<file path="src/rtl/bt_pkg.sv">
package bt_pkg;
   typedef enum logic [2:0] {
      S_IDLE,
      S_WR,
      S_TURN,
      S_FETCH,
      S_WAIT,
      S_RDY
   } bt_state_t;

   localparam logic [3:0] CMD_RD = 4'b0110;
   localparam logic [3:0] CMD_WR = 4'b0111;
endpackage

</file>
<file path="src/rtl/bt_claim.sv">
module bt_claim
   import bt_pkg::*;
#(
   parameter int AW    = 16,
   parameter int DEPTH = 16,
   parameter int BASE  = 64
) (
   input  logic [AW-1:0] addr,
   input  logic [3:0]    cmd,
   output logic          hit,
   output logic          is_rd
);
   localparam int IDX = $clog2(DEPTH);
   localparam logic [AW-1:0] BASE_V = AW'(BASE);

   logic in_win;

   generate
      if (IDX >= AW) begin : g_whole
         assign in_win = 1'b1;
      end else begin : g_slice
         assign in_win = (addr[AW-1:IDX] == BASE_V[AW-1:IDX]);
      end
   endgenerate

   assign is_rd = (cmd == CMD_RD);
   assign hit   = in_win && (is_rd || (cmd == CMD_WR));
endmodule

</file>
<file path="src/rtl/bt_wordstore.sv">
module bt_wordstore #(
   parameter int DW    = 32,
   parameter int DEPTH = 16,
   parameter int LAT   = 1
) (
   input  logic                     clk,
   input  logic                     rst_n,
   input  logic                     we,
   input  logic [$clog2(DEPTH)-1:0] waddr,
   input  logic [DW-1:0]            wdata,
   input  logic                     re,
   input  logic [$clog2(DEPTH)-1:0] raddr,
   output logic [DW-1:0]            rdata,
   output logic                     rvalid
);
   logic [DW-1:0]  mem    [DEPTH];
   logic [DW-1:0]  pipe_d [LAT];
   logic [LAT-1:0] pipe_v;

   always_ff @(posedge clk) begin
      if (we) mem[waddr] <= wdata;
      pipe_d[0] <= mem[raddr];
   end

   generate
      if (LAT == 1) begin : g_single
         always_ff @(posedge clk or negedge rst_n) begin
            if (!rst_n) pipe_v <= '0;
            else        pipe_v <= re;
         end
      end else begin : g_multi
         always_ff @(posedge clk or negedge rst_n) begin
            if (!rst_n) pipe_v <= '0;
            else        pipe_v <= {pipe_v[LAT-2:0], re};
         end
         for (genvar s = 1; s < LAT; s++) begin : g_stage
            always_ff @(posedge clk) pipe_d[s] <= pipe_d[s-1];
         end
      end
   endgenerate

   assign rdata  = pipe_d[LAT-1];
   assign rvalid = pipe_v[LAT-1];
endmodule

</file>
<file path="src/rtl/bt_seq.sv">
module bt_seq
   import bt_pkg::*;
#(
   parameter int AW    = 16,
   parameter int DW    = 32,
   parameter int DEPTH = 16
) (
   input  logic          clk,
   input  logic          rst_n,
   input  logic          frame_n,
   input  logic          irdy_n,
   input  logic [AW-1:0] start_addr,
   input  logic          hit,
   input  logic          is_rd,
   input  logic          rvalid,
   input  logic [DW-1:0] rdata,
   output logic          we,
   output logic          re,
   output logic [AW-1:0] cur_addr,
   output logic [DW-1:0] ad_out,
   output logic          ad_oe,
   output logic          devsel_n,
   output logic          trdy_n,
   output logic          stop_n
);
   localparam int IDX = $clog2(DEPTH);
   localparam logic [IDX-1:0] LAST_IDX = IDX'(DEPTH - 1);

   bt_state_t     st;
   logic          frame_q;
   logic [AW-1:0] addr;
   logic [DW-1:0] hold_q;
   logic          start, data_st, at_end, beat, last;

   assign start   = (st == S_IDLE) && !frame_n && frame_q && hit;
   assign data_st = (st == S_WR) || (st == S_RDY);
   assign at_end  = (addr[IDX-1:0] == LAST_IDX);
   assign beat    = data_st && !irdy_n;
   assign last    = beat && (frame_n || at_end);

   assign trdy_n   = !data_st;
   assign stop_n   = !(data_st && at_end);
   assign devsel_n = (st == S_IDLE);
   assign ad_oe    = (st == S_FETCH) || (st == S_WAIT) || (st == S_RDY);
   assign ad_out   = hold_q;
   assign we       = beat && (st == S_WR);
   assign re       = (st == S_TURN) || (st == S_FETCH);
   assign cur_addr = addr;

   always_ff @(posedge clk or negedge rst_n) begin
      if (!rst_n) begin
         st      <= S_IDLE;
         frame_q <= 1'b1;
         addr    <= '0;
         hold_q  <= '0;
      end else begin
         frame_q <= frame_n;
         unique case (st)
            S_IDLE: if (start) begin
               addr <= start_addr;
               st   <= is_rd ? S_TURN : S_WR;
            end
            S_WR: if (beat) begin
               addr <= addr + AW'(1);
               if (last) st <= S_IDLE;
            end
            S_TURN, S_FETCH: st <= S_WAIT;
            S_WAIT: if (rvalid) begin
               hold_q <= rdata;
               st     <= S_RDY;
            end
            S_RDY: if (beat) begin
               addr <= addr + AW'(1);
               st   <= last ? S_IDLE : S_FETCH;
            end
            default: st <= S_IDLE;
         endcase
      end
   end
endmodule

</file>
<file path="src/rtl/burst_target.sv">
module burst_target
   import bt_pkg::*;
#(
   parameter int AW    = 16,
   parameter int DW    = 32,
   parameter int DEPTH = 16,
   parameter int BASE  = 64,
   parameter int LAT   = 1
) (
   input  logic          clk,
   input  logic          rst_n,
   input  logic          frame_n,
   input  logic          irdy_n,
   input  logic [3:0]    cmd,
   input  logic [DW-1:0] ad_in,
   output logic [DW-1:0] ad_out,
   output logic          ad_oe,
   output logic          devsel_n,
   output logic          trdy_n,
   output logic          stop_n
);
   localparam int IDX = $clog2(DEPTH);

   if (DEPTH < 2 || (DEPTH & (DEPTH - 1)) != 0) begin : g_bad_depth
      $error("DEPTH must be a power of two of at least 2");
   end
   if (BASE % DEPTH != 0) begin : g_bad_base
      $error("BASE must be aligned to DEPTH");
   end
   if (LAT < 1) begin : g_bad_lat
      $error("LAT must be at least 1");
   end
   if (AW > DW || IDX > AW) begin : g_bad_width
      $error("AW must fit in DW and cover the window");
   end

   logic          hit, is_rd, we, re, rvalid;
   logic [AW-1:0] cur_addr;
   logic [DW-1:0] rdata;

   bt_claim #(.AW(AW), .DEPTH(DEPTH), .BASE(BASE)) u_claim (
      .addr  (ad_in[AW-1:0]),
      .cmd   (cmd),
      .hit   (hit),
      .is_rd (is_rd)
   );

   bt_seq #(.AW(AW), .DW(DW), .DEPTH(DEPTH)) u_seq (
      .clk        (clk),
      .rst_n      (rst_n),
      .frame_n    (frame_n),
      .irdy_n     (irdy_n),
      .start_addr (ad_in[AW-1:0]),
      .hit        (hit),
      .is_rd      (is_rd),
      .rvalid     (rvalid),
      .rdata      (rdata),
      .we         (we),
      .re         (re),
      .cur_addr   (cur_addr),
      .ad_out     (ad_out),
      .ad_oe      (ad_oe),
      .devsel_n   (devsel_n),
      .trdy_n     (trdy_n),
      .stop_n     (stop_n)
   );

   bt_wordstore #(.DW(DW), .DEPTH(DEPTH), .LAT(LAT)) u_store (
      .clk    (clk),
      .rst_n  (rst_n),
      .we     (we),
      .waddr  (cur_addr[IDX-1:0]),
      .wdata  (ad_in),
      .re     (re),
      .raddr  (cur_addr[IDX-1:0]),
      .rdata  (rdata),
      .rvalid (rvalid)
   );
endmodule

</file>
<file path="config.mk">
export PLATFORM = sky130hd
export DESIGN_NAME = burst_target
export DESIGN_NICKNAME = d
export VERILOG_FILES = /design/src/rtl/bt_pkg.sv /design/src/rtl/bt_claim.sv /design/src/rtl/bt_wordstore.sv /design/src/rtl/bt_seq.sv /design/src/rtl/burst_target.sv
export SDC_FILE = /design/constraint.sdc
export NUM_CORES = 1
export LEC_CHECK = 0
export BUFFER_PORTS_ARGS = -buffer_cell sky130_fd_sc_hd__buf_2
export CORE_MARGIN = 2
export CORE_UTILIZATION = 55
export DETAILED_ROUTE_END_ITERATION = 6
export PLACE_DENSITY = 0.75
export RECOVER_POWER = 100
export SLEW_MARGIN = 30
export SYNTH_ARGS = -nofsm -noshare
export SYNTH_HDL_FRONTEND = slang
export SYNTH_SLANG_ARGS = --single-unit
</file>
<file path="constraint.sdc">
create_clock -name clk -period 3.9 [get_ports clk]
set_input_delay 0.78 -clock clk [delete_from_list [all_inputs] [get_ports clk]]
set_output_delay 0.78 -clock clk [all_outputs]
set_load 0.01 [all_outputs]
</file>
== After elaboration in Yosys (flattened, before gate mapping) ==
Memory sizes are Yosys's and may differ from the RTL's. A register that Yosys moved wholly into a read port is not among the register bits.
Cells that the tools add are included.

* Flip-flop bits (word level): 21
* Memory bits (writable): 544
* Input bits: 40
* Output and inout port bits: 36
* Word-level logic and storage cells: 61
* Memories kept: 2

* Add/subtract/negate cells: 1
* Equal/unequal tests: 15
* Muxes and demuxes: 13
* Reductions and logical operators: 26

{| class="wikitable"
|+ Memory list
! name !! words !! width !! read ports !! clocked after Yosys merged registers in !! write ports !! RTL line !! RTL
|-
| u_store.mem || 16 || 32 || 1 || 0 || 1 || bt_wordstore.sv:16 || <nowiki>logic [DW-1:0] mem [DEPTH];</nowiki>
|-
| u_store.pipe_d || 1 || 32 || 1 || 1 || 1 || bt_wordstore.sv:17 || <nowiki>logic [DW-1:0] pipe_d [LAT];</nowiki>
|}

{| class="wikitable"
|+ Operator list
! operator !! count
|-
| 2-to-1 mux 16 bit || 2
|-
| case mux 16 bit (2 select lines) || 1
|-
| adder 16 x 1 -> 16 bit, second input constant || 1
|-
| 2-to-1 mux 3 bit || 5
|-
| case mux 3 bit (5 select lines) || 1
|-
| equality test 12 x 3 -> 1 bit, second input constant || 1
|-
| != test 2 x 1 -> 1 bit, second input constant || 6
|-
| equality test 4 x 3 -> 1 bit, second input constant || 2
|-
| logical AND 1 bit || 8
|-
| equality test 3 x 2 -> 1 bit, second input constant || 2
|-
| equality test 3 bit, second input constant || 2
|-
| logical OR 1 bit || 6
|-
| zero test 1 bit || 5
|-
| AND reduction 5 bit || 1
|-
| equality test 4 bit, second input constant || 1
|-
| 2-to-1 mux 2 bit || 2
|-
| OR reduction 2 bit || 2
|-
| equality test 3 x 1 -> 1 bit, second input constant || 1
|-
| zero test 3 bit || 1
|-
| AND reduction 3 bit || 1
|-
| 2-to-1 mux 1 bit || 2
|-
| AND reduction 2 bit || 1
|-
| nonzero test 2 bit || 1
|}

== Longest topological paths before layout ==
Gate-level depths: netlist of run 1.

* Depth after elaboration: 7
* Gate-level depth with buffers: 7
* Mapped depth without buffers: 5

== Modules after synthesis ==
Synthesis of run 1 repeated with hierarchy kept, for this count alone.

* Cell total of the unflattened synthesis: 1072
* Area total of the unflattened synthesis: 22456.5 µm²

{| class="wikitable"
|+ Modules (own cells, without submodules)
! module !! instances !! cells an instance !! area an instance (µm²) !! seq. area each (µm²)
|-
| bt_wordstore || 1 || 839 || 19861.5 || 16040.4
|-
| bt_seq || 1 || 227 || 2542.4 || 1302.5
|-
| bt_claim || 1 || 6 || 52.6 || 0.0
|}

== Worst setup path before layout of run 1 ==
Ideal clock, no wire load.

* Path type: in2reg
* Start point: in irdy_n
* End point: mem u_store.mem[0][0], enable pin
* Library setup time: 461 ps
* Arrival: 3768 ps
* Required time: 3439 ps
* Path slack: -329 ps
* Cell stages on the path: 4
* Path buffers: 0
* Cell sequence: or3b_2 > nor2_1 > nand2_1 > nor3_1

* Word-level cells in the longest chain between the ends: 5

{| class="wikitable"
|+ RTL lines
! element !! RTL line !! RTL
|-
| start, declared || burst_target.sv:13 || <nowiki>input logic irdy_n,</nowiki>
|-
| zero test 1 bit || bt_seq.sv:38 || <nowiki>assign beat = data_st && !irdy_n;</nowiki>
|-
| logical AND 1 bit || bt_seq.sv:38 ||
|-
| logical AND 1 bit || bt_seq.sv:46 || <nowiki>assign we = beat && (st == S_WR);</nowiki>
|-
| 2-to-1 mux 1 bit || bt_wordstore.sv:21 || <nowiki>if (we) mem[waddr] <= wdata;</nowiki>
|-
| 2-to-1 mux 1 bit (implied by the code) || bt_wordstore.sv:21 ||
|-
| end, declared || bt_wordstore.sv:16 ||
|}

No other way between the ends.

== Final worst setup path of run 1 ==
* Start point: reg u_seq.st[1]
* End point: mem u_store.mem[3][16], enable pin

* Word-level cells in the longest chain between the ends: 6
* Elaborated cells between the ends (all ways): 7
* Classes of those cells: 2 x eq/ne; 2 x mux; 3 x reduce/logical

{| class="wikitable"
|+ RTL lines
! element !! RTL line !! RTL
|-
| start, declared || bt_seq.sv:29 || <nowiki>bt_state_t st;</nowiki>
|-
| start signal, assigned || bt_seq.sv:61 || <nowiki>st <= is_rd ? S_TURN : S_WR;</nowiki>
|-
| start signal, assigned || bt_seq.sv:74 || <nowiki>st <= last ? S_IDLE : S_FETCH;</nowiki>
|-
| equality test 3 x 1 -> 1 bit / equality test 3 bit (equally long branches) || bt_seq.sv:36, bt_seq.sv:46 ||
|-
| logical OR 1 bit || bt_seq.sv:36 || <nowiki>assign data_st = (st == S_WR) || (st == S_RDY);</nowiki>
|-
| logical AND 1 bit || bt_seq.sv:38 ||
|-
| logical AND 1 bit (*) || bt_seq.sv:46 ||
|-
| 2-to-1 mux 1 bit (*) || bt_wordstore.sv:21 ||
|-
| 2-to-1 mux 1 bit (implied by the code) (*) || bt_wordstore.sv:21 ||
|}

Every way passes the cells marked *; elsewhere a longest branch is shown, timed or not.

==> results of run 1 <==
## metrics by stage
| step | total power, mW | util (%) | hold slack [ns] | cells |
|---|---|---|---|---|
| global placement | 10.99 | 59.13 | 0.4291 | 1547 |
| detailed placement | 11.14 | 59.31 | 0.4459 | 1550 |
| global route | 17.13 | 63.74 | 0.3739 | 1654 |
| finish | 16.51 | 63.74 | 0.3944 | 1654 |
| CTS | 16.64 | 64.22 | 0.3199 | 1653 |
| floorplan | 10.02 | - | 0.4237 | 976 |
## path summary, 6_finish.rpt
kind                                       start            endpoint  cells after the start
setup / recovery                     u_seq.st[1]  u_store.mem[3][16]                      5
hold / removal                           frame_n       u_seq.frame_q                      1
setup reg to reg                     u_seq.st[1]  u_store.mem[3][16]                      5
hold reg to reg            u_store.pipe_d[0][17]    u_seq.ad_out[17]                      1
max in group asynchronous                  rst_n    u_seq.ad_out[16]                      2
min in group asynchronous                  rst_n     u_seq.ad_out[3]                      1
## cell families (layout without fill, tap and decap cells)
kind of cell / Yosys count / count (layout) / share of synthesized area, %
AO/OA/AOI/OAI: 77 / 77 / 2.660
adder cells (fa/ha/maj): 4 / 4 / 0.2313
buffers and inverters: 54 / 214 / 1.272
flip-flops: 585 / 585 / 78.78
multiplexers: 161 / 161 / 15.04
AND/OR/NAND/NOR: 95 / 95 / 2.024
## final cells by class
| class | instances | area (um2) | share of cell area (%) |
|---|---|---|---|
| multi-input cells | 337 | 4438 | 17.97 |
| well taps | 518 | 648.1 | 2.625 |
| clock buffers | 75 | 1607 | 6.506 |
| clock inverters | 28 | 295.3 | 1.196 |
| repair buffers | 108 | 643.1 | 2.605 |
| flip-flops and latches | 585 | 17050 | 69.05 |
| inverters | 3 | 11.26 | 0.04560 |
## routing by layer
metal	share of wire, %	wire length, um
met2	49	22290
met4	3.3	1520
met3	6.8	3103
met5	0.029	13
met1	41	18650
## critical path, cell delays in order (launching register included)
cell and delay (ns):
dfrtp_1 0.43, or3b_2 0.53, nor2_1 0.25, nand2_1 0.27
nor3_1 1.10, buf_12 0.31
## report_power, final
| group | total, mW | switching [mW] | internal, mW |
|---|---|---|---|
| logic | 3.65 | 1.99 | 1.66 |
| registers | 7.34 | 0.173 | 7.16 |
| clock network | 5.52 | 2.24 | 3.28 |
| total | 16.5 | 4.40 | 12.1 |
## layout by cell type (no fill, tap or decap), drive strengths merged, types with 6 or more instances in the layout
cell | synthesis | final
buf | 24 | 21
nand3 | 7 | 7
nor2b | 6 | 6
clkinv | 0 | 19
bufinv | 0 | 6
dfrtp | 40 | 40
a22oi | 64 | 64
nor2 | 19 | 19
mux2 | 32 | 32
nand2 | 40 | 40
clkbuf | 27 | 162
nor3 | 7 | 7
dfxtp | 32 | 32
mux4 | 128 | 128
edfxtp | 512 | 512
## sequential cells by signal, indices dropped and copies added, names as in the netlist
register and flops:
u_store.mem 512, u_seq.ad_out 32, u_store.pipe_d 32, u_seq.cur_addr 4
u_seq.st 3, u_seq.frame_q 1, u_store.rvalid 1
==> metrics, run 1 <==
asr flop ratio synth=about 7%; LEAKAGE=8.104 nW; area delta synth->final=14.13%; # setup viols final=0; Mean Syn Cell Area=about 22 um2; Place WS=0.8179 ns; critical path fanouts, max=25; # Post-CTS Setup Buffers=0; r2r setup slk=roughly 0.67 ns; EDFF count, synth=512; Top Ports=76; Fin Clk Skew=0.01323 ns; post-layout net count=roughly 1100; post_cts resized=0; Tightest Hold Check Type=primary input to register; Die Height=202.3 um; CP required=4.18 ns; CTS Hold Bufs=0; first-pass GRT wire length=69.01 mm; CTS tree=done; Main synth FF type=edfxtp_1; Final WS setup=roughly 0.67 ns; Max-cap violations=4; M3 GR Usage=5.031%; antenna cells=0; Die X=202.3 um; RSZ-0062 raised after global routing=false; Yosys cell types=39; Iter 0 DRT Violations=1086; Final Hold Vio Count=0; met1 Use GR=32.32%; Seq/Total Area, Yosys=78.78%; Synth area leader=edfxtp_1; Fin Setup TNS=0 ns; post-synth net total=between 1000 and 1500; clock slew at reported path FFs=0.07 ns; CP startpoint kind=register; Post-Syn Instances=976; kind of critical path=register to register; Worst Path Arrival=3.51 ns; final instance area=24690 um2; synthesized flop and latch total=585; top post-synthesis cells by area=edfxtp_1, mux4_2, dfrtp_1; H-tree levels=2; cts bufs inserted=55; remaining global-route overflow=0; num rows=72; drt wl/cell=27.56 um; top post-synthesis cells by count=edfxtp_1, mux4_2, a22oi_1; min Tclk post-route=between 3 and 4 ns; vias in the first global route=10820; IO buf count=75; initial antenna violation count=1; VDD IR max=between 0.6 and 0.7 mV; Starting Density=55.85%; met2 Resource Use GR=36.11%; crit end category=register; die area=roughly 40000 um2; mapped cell area=21630 um2; share of layout cells above drive strength 1=around a quarter; Synth top area share=between 70% and 80%; GRT Overall Usage=a little under a quarter; # clock sinks=roughly 590; clk buf depth=3; largest net degree at the start of global routing=92; Fillers=approximately 2600; via count=10250; number of routed nets with antenna violations=0; First-pass DRT Iterations=6; count leader, synth=edfxtp_1; failing checks=max-capacitance violations, max-slew violations; root buf cell=clkbuf_16; power per cell area=668.6 nW/um2; clk_lat worst skew=0.59 ns; max-slew violation count=124; DP HPWL=approximately 26 mm; Fmax=between 300 and 400 MHz; Synth Warn #=0; routed vias/inst=6.197; detailed-route wire length=between 40 and 50 mm; dpl cell area=approximately 23000 um2; status=finished, violations left; Period Utilization, post-route=82.79%; core area=38740 um2; worst slew pin tran=2.254 ns; DRC viols=0; busiest grt layer=met2; gp weighted congestion=between 0.8 and 0.9; Slew headroom=-50.25%
(Power assumes the default switching activity.)
==> run 2, diff against run 1 <==
- CORE_UTILIZATION: 55 -> 60
- PLACE_DENSITY: 0.75 -> 0.78
- clock period: 3.9 -> 3.17 ns (I/O delays scaled with it)
==> run 2 against run 1 <==
- the run still ends with max-capacitance violations, max-slew violations left
- register-to-register slack worse by 0.37 ns
- maximum frequency is 13% higher
- global-route usage is 2.1 points higher
- utilization is 5.0 points higher
- flip-flop and latch count stayed put
- final cell count is 2.9% lower
- clock skew is 0.0022 ns lower
- hold slack worse by 0.21 ns
- die area is 8.2% lower
- largest power group unchanged
==> metrics, run 2 (synthesis results as in run 1) <==
status=finished, violations left; failing checks=max-capacitance violations, max-slew violations; First-pass DRT Iterations=7 (+1); critical path fanouts, max=32 (+28%); commonest cells after routing, fill and taps aside=edfxtp_1, mux4_2, clkbuf_1, a22oi_1, clkbuf_16; crit end category=register; Die Height=193.9 um (-4.2%); Non-Filler Instances=1606 (-2.9%); IO buf count=75 (unchanged); P_int=14.74 mW (+22%); Seq pwr share=45.1% (+0.7 points); Top Ports=76 (unchanged); r2r endpoint=u_store.mem[0][25]; antenna cells=0 (unchanged); clk buf depth=3 (unchanged); gp weighted congestion=0.7770 (-7.7%); largest net degree at the start of global routing=47 (-49%); RSZ-0062 raised after global routing=false; Slew headroom=-28.23% (+22 points); detailed-route wire length=46.28 mm (+1.5%); area delta synth->final=13.10%; core area=35570 um2 (-8.2%); Fin Clk Skew=0.01100 ns (-0.002233 ns); max-slew violation count=31 (-75%); Fillers=2161 (-16%); Iter 0 DRT Violations=1036 (-4.6%); DP HPWL=27.80 mm (+8.6%); Place WS=0.4780 ns (-0.3399 ns); initial antenna violation count=0 (-1); CP startpoint kind=register; share of layout cells above drive strength 1=25.59% (-0.55 points); LEAKAGE=8.072 nW (-0.40%); commonest non-fill, non-tap cell in the layout=edfxtp_1; Tightest Hold Check Type=primary input to register; CTS Hold Bufs=0 (unchanged); power per cell area=829.5 nW/um2 (+24%); Max-cap violations=1 (-3); DRC viols=0 (unchanged); crit-path max cell delay=0.75 ns (-0.35 ns); Starting Density=60.82% (+5.0 points); WHS=0.1804 ns (-0.2140 ns); Die X=193.9 um (-4.2%); min Tclk post-route=2.867 ns (-0.3617 ns); hold_sp=frame_n; via count=10310 (+0.56%); GRT Overall Usage=25.16% (+2.1 points); root buf cell=clkbuf_16; max reg flops=512 (unchanged); Worst Path Arrival=3.08 ns (-0.43 ns); hold depth=1 (unchanged); # setup viols final=0 (unchanged); drt wl/cell=28.82 um (+4.6%); Fin Setup TNS=0 ns (unchanged); cts bufs inserted=55 (unchanged); H-tree levels=2 (unchanged); Final Hold Vio Count=0 (unchanged); P_sw=5.557 mW (+26%); worst slew pin tran=1.923 ns (-0.3302 ns); clock share of power=32.6% (-0.9 points); r2r setup slk=0.30 ns (-0.37 ns); die area=37590 um2 (-8.2%); first-pass GRT wire length=68.90 mm (-0.16%); CP required=3.38 ns (-0.80 ns); clk_lat worst skew=0.59 ns (about the same); R2R cell count=5 (unchanged); dpl cells=1503 (-3.0%); Final WS setup=0.3027 ns (-0.3683 ns); remaining global-route overflow=0 (unchanged); dpl cell area=22970 um2 (about the same); Period Utilization, post-route=90.45% (+7.7 points); CTS tree=done; number of routed nets with antenna violations=0 (unchanged); post-layout net count=1143 (+0.79%); crit-path cells=or3b_2 > nor2_1 > nand2_1 > nor3_4 > buf_2; Endpoint, Worst Hold=u_seq.frame_q; origin of the critical flop-to-flop path=u_seq.st[1]; final instance area=24470 um2 (-0.91%); VDD IR max=0.5753 mV (-9.9%); Slowest-stage cell, CP=buf_2; # Post-CTS Setup Buffers=0 (unchanged); num rows=69 (-4.2%); kind of critical path=register to register; clock slew at reported path FFs=0.06 ns (about the same); Reg with most FFs=u_store.mem; switching share of power=27.38% (+0.72 points); Fmax=348.8 MHz (+13%); # clock sinks=585 (unchanged); post_cts resized=0 (unchanged); routed vias/inst=6.418 (+3.6%); Comb power frac=22.3% (+0.2 points); vias in the first global route=10700 (-1.1%)
run 2: changes by cell type in the layout (fill, tap and decap cells not counted), sizes merged:
cell,change
clkbuf,+12
clkinv,-3
run 2: routing by layer:
metal  track usage (%)  up-vias  routed length (um)
li1                  -     4307                   -
met1             33.43     5407               17260
met2             42.01      487               24090
met3             3.792      106                2873
met4             11.39        0                2062
met5                 0        -                   0
run 2: worst max path at each step:
stage	start	end	slack, ns	cells past startpoint
2_1_floorplan	irdy_n	u_store.mem[10][0]	-0.04	4
3_3_place_gp	irdy_n	u_store.mem[8][22]	0.49	6
3_5_place_dp	irdy_n	u_store.mem[7][26]	0.48	6
4_1_cts	u_seq.cur_addr[2]	stop_n	0.35	3
5_1_grt	u_seq.cur_addr[0]	u_store.mem[3][25]	0.15	4
6_report	u_seq.st[1]	u_store.mem[0][25]	0.30	5
run 2: area by class of cell:
| class | instances | area (um2) | area share, % |
|---|---|---|---|
| clock inverters | 25 | 277.8 | 1.135 |
| clock buffers | 78 | 1555 | 6.356 |
| flip-flops and latches | 585 | 17050 | 69.67 |
| well taps | 461 | 576.8 | 2.357 |
| repair buffers | 117 | 585.6 | 2.393 |
| multi-input cells | 337 | 4414 | 18.04 |
| inverters | 3 | 11.26 | 0.04602 |
run 2: power by group through the flow:
stage          Clock [mW]  Combinational, mW  Sequential (mW)
5_1_grt              6.99               4.81             9.21
6_report             6.61               4.53             9.16
3_3_place_gp            0               4.54             9.31
3_5_place_dp            0               4.62             9.33
2_1_floorplan           0               3.27             9.06
4_1_cts              6.72               4.67             9.18
run 2: per-stage QoR:
stage	utilization [%]	power, mW
3_3_place_gp	64.57	13.85
5_1_grt	68.79	21.01
3_5_place_dp	64.57	13.95
6_report	68.79	20.30
2_1_floorplan	-	12.33
4_1_cts	69.73	20.57
run 2: worst max-delay path, delay by kind of cell, from the launching register on:
kind / cells / cell delay, ns
and+or+nand+nor: 4 / 1.28
buffers and inverters: 1 / 0.75
DFF: 1 / 0.44
==> run 3, diff against run 2 <==
- CELL_PAD_IN_SITES_DETAIL_PLACEMENT: not set -> 0
- CELL_PAD_IN_SITES_GLOBAL_PLACEMENT: not set -> 1
- CORE_UTILIZATION: 60 -> 54
- PLACE_DENSITY: 0.78 -> not set
- PLACE_DENSITY_LB_ADDON: not set -> 0.1
==> run 3 against run 2 <==
- the flow now finishes without violations
- non-clock buffer count up 2
- die area up 11%
- via count down 2.9%
- flip-flop and latch count unchanged
- first-iteration DRC count up 15%
- combinational power down 2%
- utilization down 6.9 points
- sequential share of layout area down 0.12 points
- count of clock-buffer cells in the layout down 6
- critical path depth unchanged
- critical path type unchanged
- largest power group unchanged
==> metrics, run 3 (synthesis results as in run 1) <==
antenna cells=0 (unchanged); initial antenna violation count=0 (unchanged); origin of the critical flop-to-flop path=u_seq.st[1]; GRT Overall Usage=23.18% (-2.0 points); final instance area=24510 um2 (+0.19%); die area=41680 um2 (+11%); H-tree levels=2 (unchanged); detailed-route wire length=46.32 mm (about the same); Tightest Hold Check Type=primary input to register; post_cts resized=0 (unchanged); dpl cells=1569 (+4.4%); root buf cell=clkbuf_16; area delta synth->final=13.31%; Top Ports=76 (unchanged); power consumption=19.99 mW (-1.5%); r2r setup slk=0.27 ns (-0.03 ns); Fin Clk Skew=0.02557 ns (+0.01457 ns); # Post-CTS Setup Buffers=0 (unchanged); # setup viols final=0 (unchanged); drt wl/cell=27.74 um (-3.8%); Period Utilization, post-route=91.42% (+0.96 points); crit end category=register; LEAKAGE=8.053 nW (-0.23%); clk buf depth=3 (unchanged); core area=39640 um2 (+11%); Slew headroom=7.644% (+36 points); P_int=14.54 mW (-1.4%); Comb power frac=22.2% (about the same); Iter 0 DRT Violations=1195 (+15%); vias in the first global route=10140 (-5.2%); r2r endpoint=u_store.mem[8][2]; VDD IR max=0.4944 mV (-14%); power per cell area=815.5 nW/um2 (-1.7%); Non-Filler Instances=1670 (+4.0%); commonest cells after routing, fill and taps aside=edfxtp_1, mux4_2, clkbuf_1, a22oi_1, clkbuf_16; worst slew pin tran=1.385 ns (-0.5381 ns); status=complete, no violations; CP required=3.43 ns (+0.05 ns); clock share of power=32.1% (-0.5 points); post-layout net count=1145 (+0.17%); Endpoint, Worst Hold=u_seq.frame_q; largest net degree at the start of global routing=68 (+45%); routed vias/inst=5.993 (-6.6%); P_sw=5.454 mW (-1.9%); Final Hold Vio Count=0 (unchanged); critical path fanouts, max=12 (-63%); min Tclk post-route=2.898 ns (+0.03055 ns); hold depth=1 (unchanged); Starting Density=54.58% (-6.2 points); clock slew at reported path FFs=0.07 ns (about the same); Max-cap violations=0 (-1); remaining global-route overflow=0 (unchanged); Fillers=2841 (+31%); share of layout cells above drive strength 1=26.11% (+0.52 points); first-pass GRT wire length=68.23 mm (-0.97%); Worst Path Arrival=3.16 ns (+0.08 ns); CP startpoint kind=register; R2R cell count=5 (unchanged); First-pass DRT Iterations=5 (-2); IO buf count=75 (unchanged); CTS Hold Bufs=0 (unchanged); cts bufs inserted=55 (unchanged); gp weighted congestion=0.7851 (+1.0%); clk_lat worst skew=0.60 ns (about the same); kind of critical path=register to register; Die X=204.2 um (+5.3%); hold_sp=frame_n; num rows=73 (+5.8%); max-slew violation count=0 (-100%); DP HPWL=27.85 mm (+0.17%); commonest non-fill, non-tap cell in the layout=edfxtp_1; Fmax=345.1 MHz (-1.1%); max reg flops=512 (unchanged); Reg with most FFs=u_store.mem; RSZ-0062 raised after global routing=false; DRC viols=0 (unchanged); number of routed nets with antenna violations=0 (unchanged); Seq pwr share=45.7% (+0.6 points); switching share of power=27.28% (-0.099 points); Die Height=204.2 um (+5.3%); CTS tree=done; via count=10010 (-2.9%); # clock sinks=585 (unchanged); dpl cell area=23110 um2 (+0.63%)
-- run 3: critical path, stage by stage (launching register included) --
cell,delay (ns)
dfrtp_1,0.44
or3b_2,0.53
nor2_1,0.25
nand2_1,0.24
nor2_2,0.70
clkbuf_2,0.40
-- run 3: worst max-delay path by stage --
stage	start	to	slack, ns
2_1_floorplan	irdy_n	u_store.mem[10][0]	-0.04
3_3_place_gp	irdy_n	u_store.mem[8][1]	0.34
3_5_place_dp	irdy_n	u_store.mem[8][21]	0.32
4_1_cts	u_seq.cur_addr[2]	stop_n	0.40
5_1_grt	u_seq.cur_addr[0]	u_store.pipe_d[0][31]	0.16
6_report	u_seq.st[1]	u_store.mem[8][2]	0.27
-- run 3: through the flow --
stage | setup WS, ns | TNS, ns | util [%] | hold slack (ns)
2_1_floorplan | -0.04239 | -16.28 | - | 0.3384
3_3_place_gp | 0.3387 | 0 | 58.31 | 0.4399
3_5_place_dp | 0.3204 | 0 | 58.31 | 0.4448
4_1_cts | 0.3999 | 0 | 62.78 | 0.1650
5_1_grt | 0.1619 | 0 | 61.84 | 0.2149
6_report | 0.2721 | 0 | 61.84 | 0.2516
-- run 3: power groups by stage --
stage                     sequential, mW  clock, mW  combinational, mW
after CTS                           9.17       6.54               4.62
after detailed placement            9.33          0               4.61
after global routing                9.18       6.83               4.79
after global placement              9.31          0               4.60
after floorplan                     9.06          0               3.27
final                               9.14       6.41               4.44
-- run 3: layer usage --
layer  up-vias  GRT usage [%]  share of wire (%)
li1       4328              -                  -
met1      5323          33.42                 42
met2       303          37.28                 50
met3        55          3.906                5.5
met4         0          6.366                2.2
met5         -              0                  0
-- run 3: final cells by class --
| type | count | area, um2 | area share [%] |
|---|---|---|---|
| clock buffer | 72 | 1480 | 6.038 |
| multi-input combinational | 337 | 4407 | 17.98 |
| inverter | 3 | 11.26 | 0.04593 |
| timing repair buffer | 119 | 615.6 | 2.511 |
| clock inverter | 29 | 294.0 | 1.199 |
| sequential | 585 | 17050 | 69.55 |
| tap | 525 | 656.9 | 2.680 |
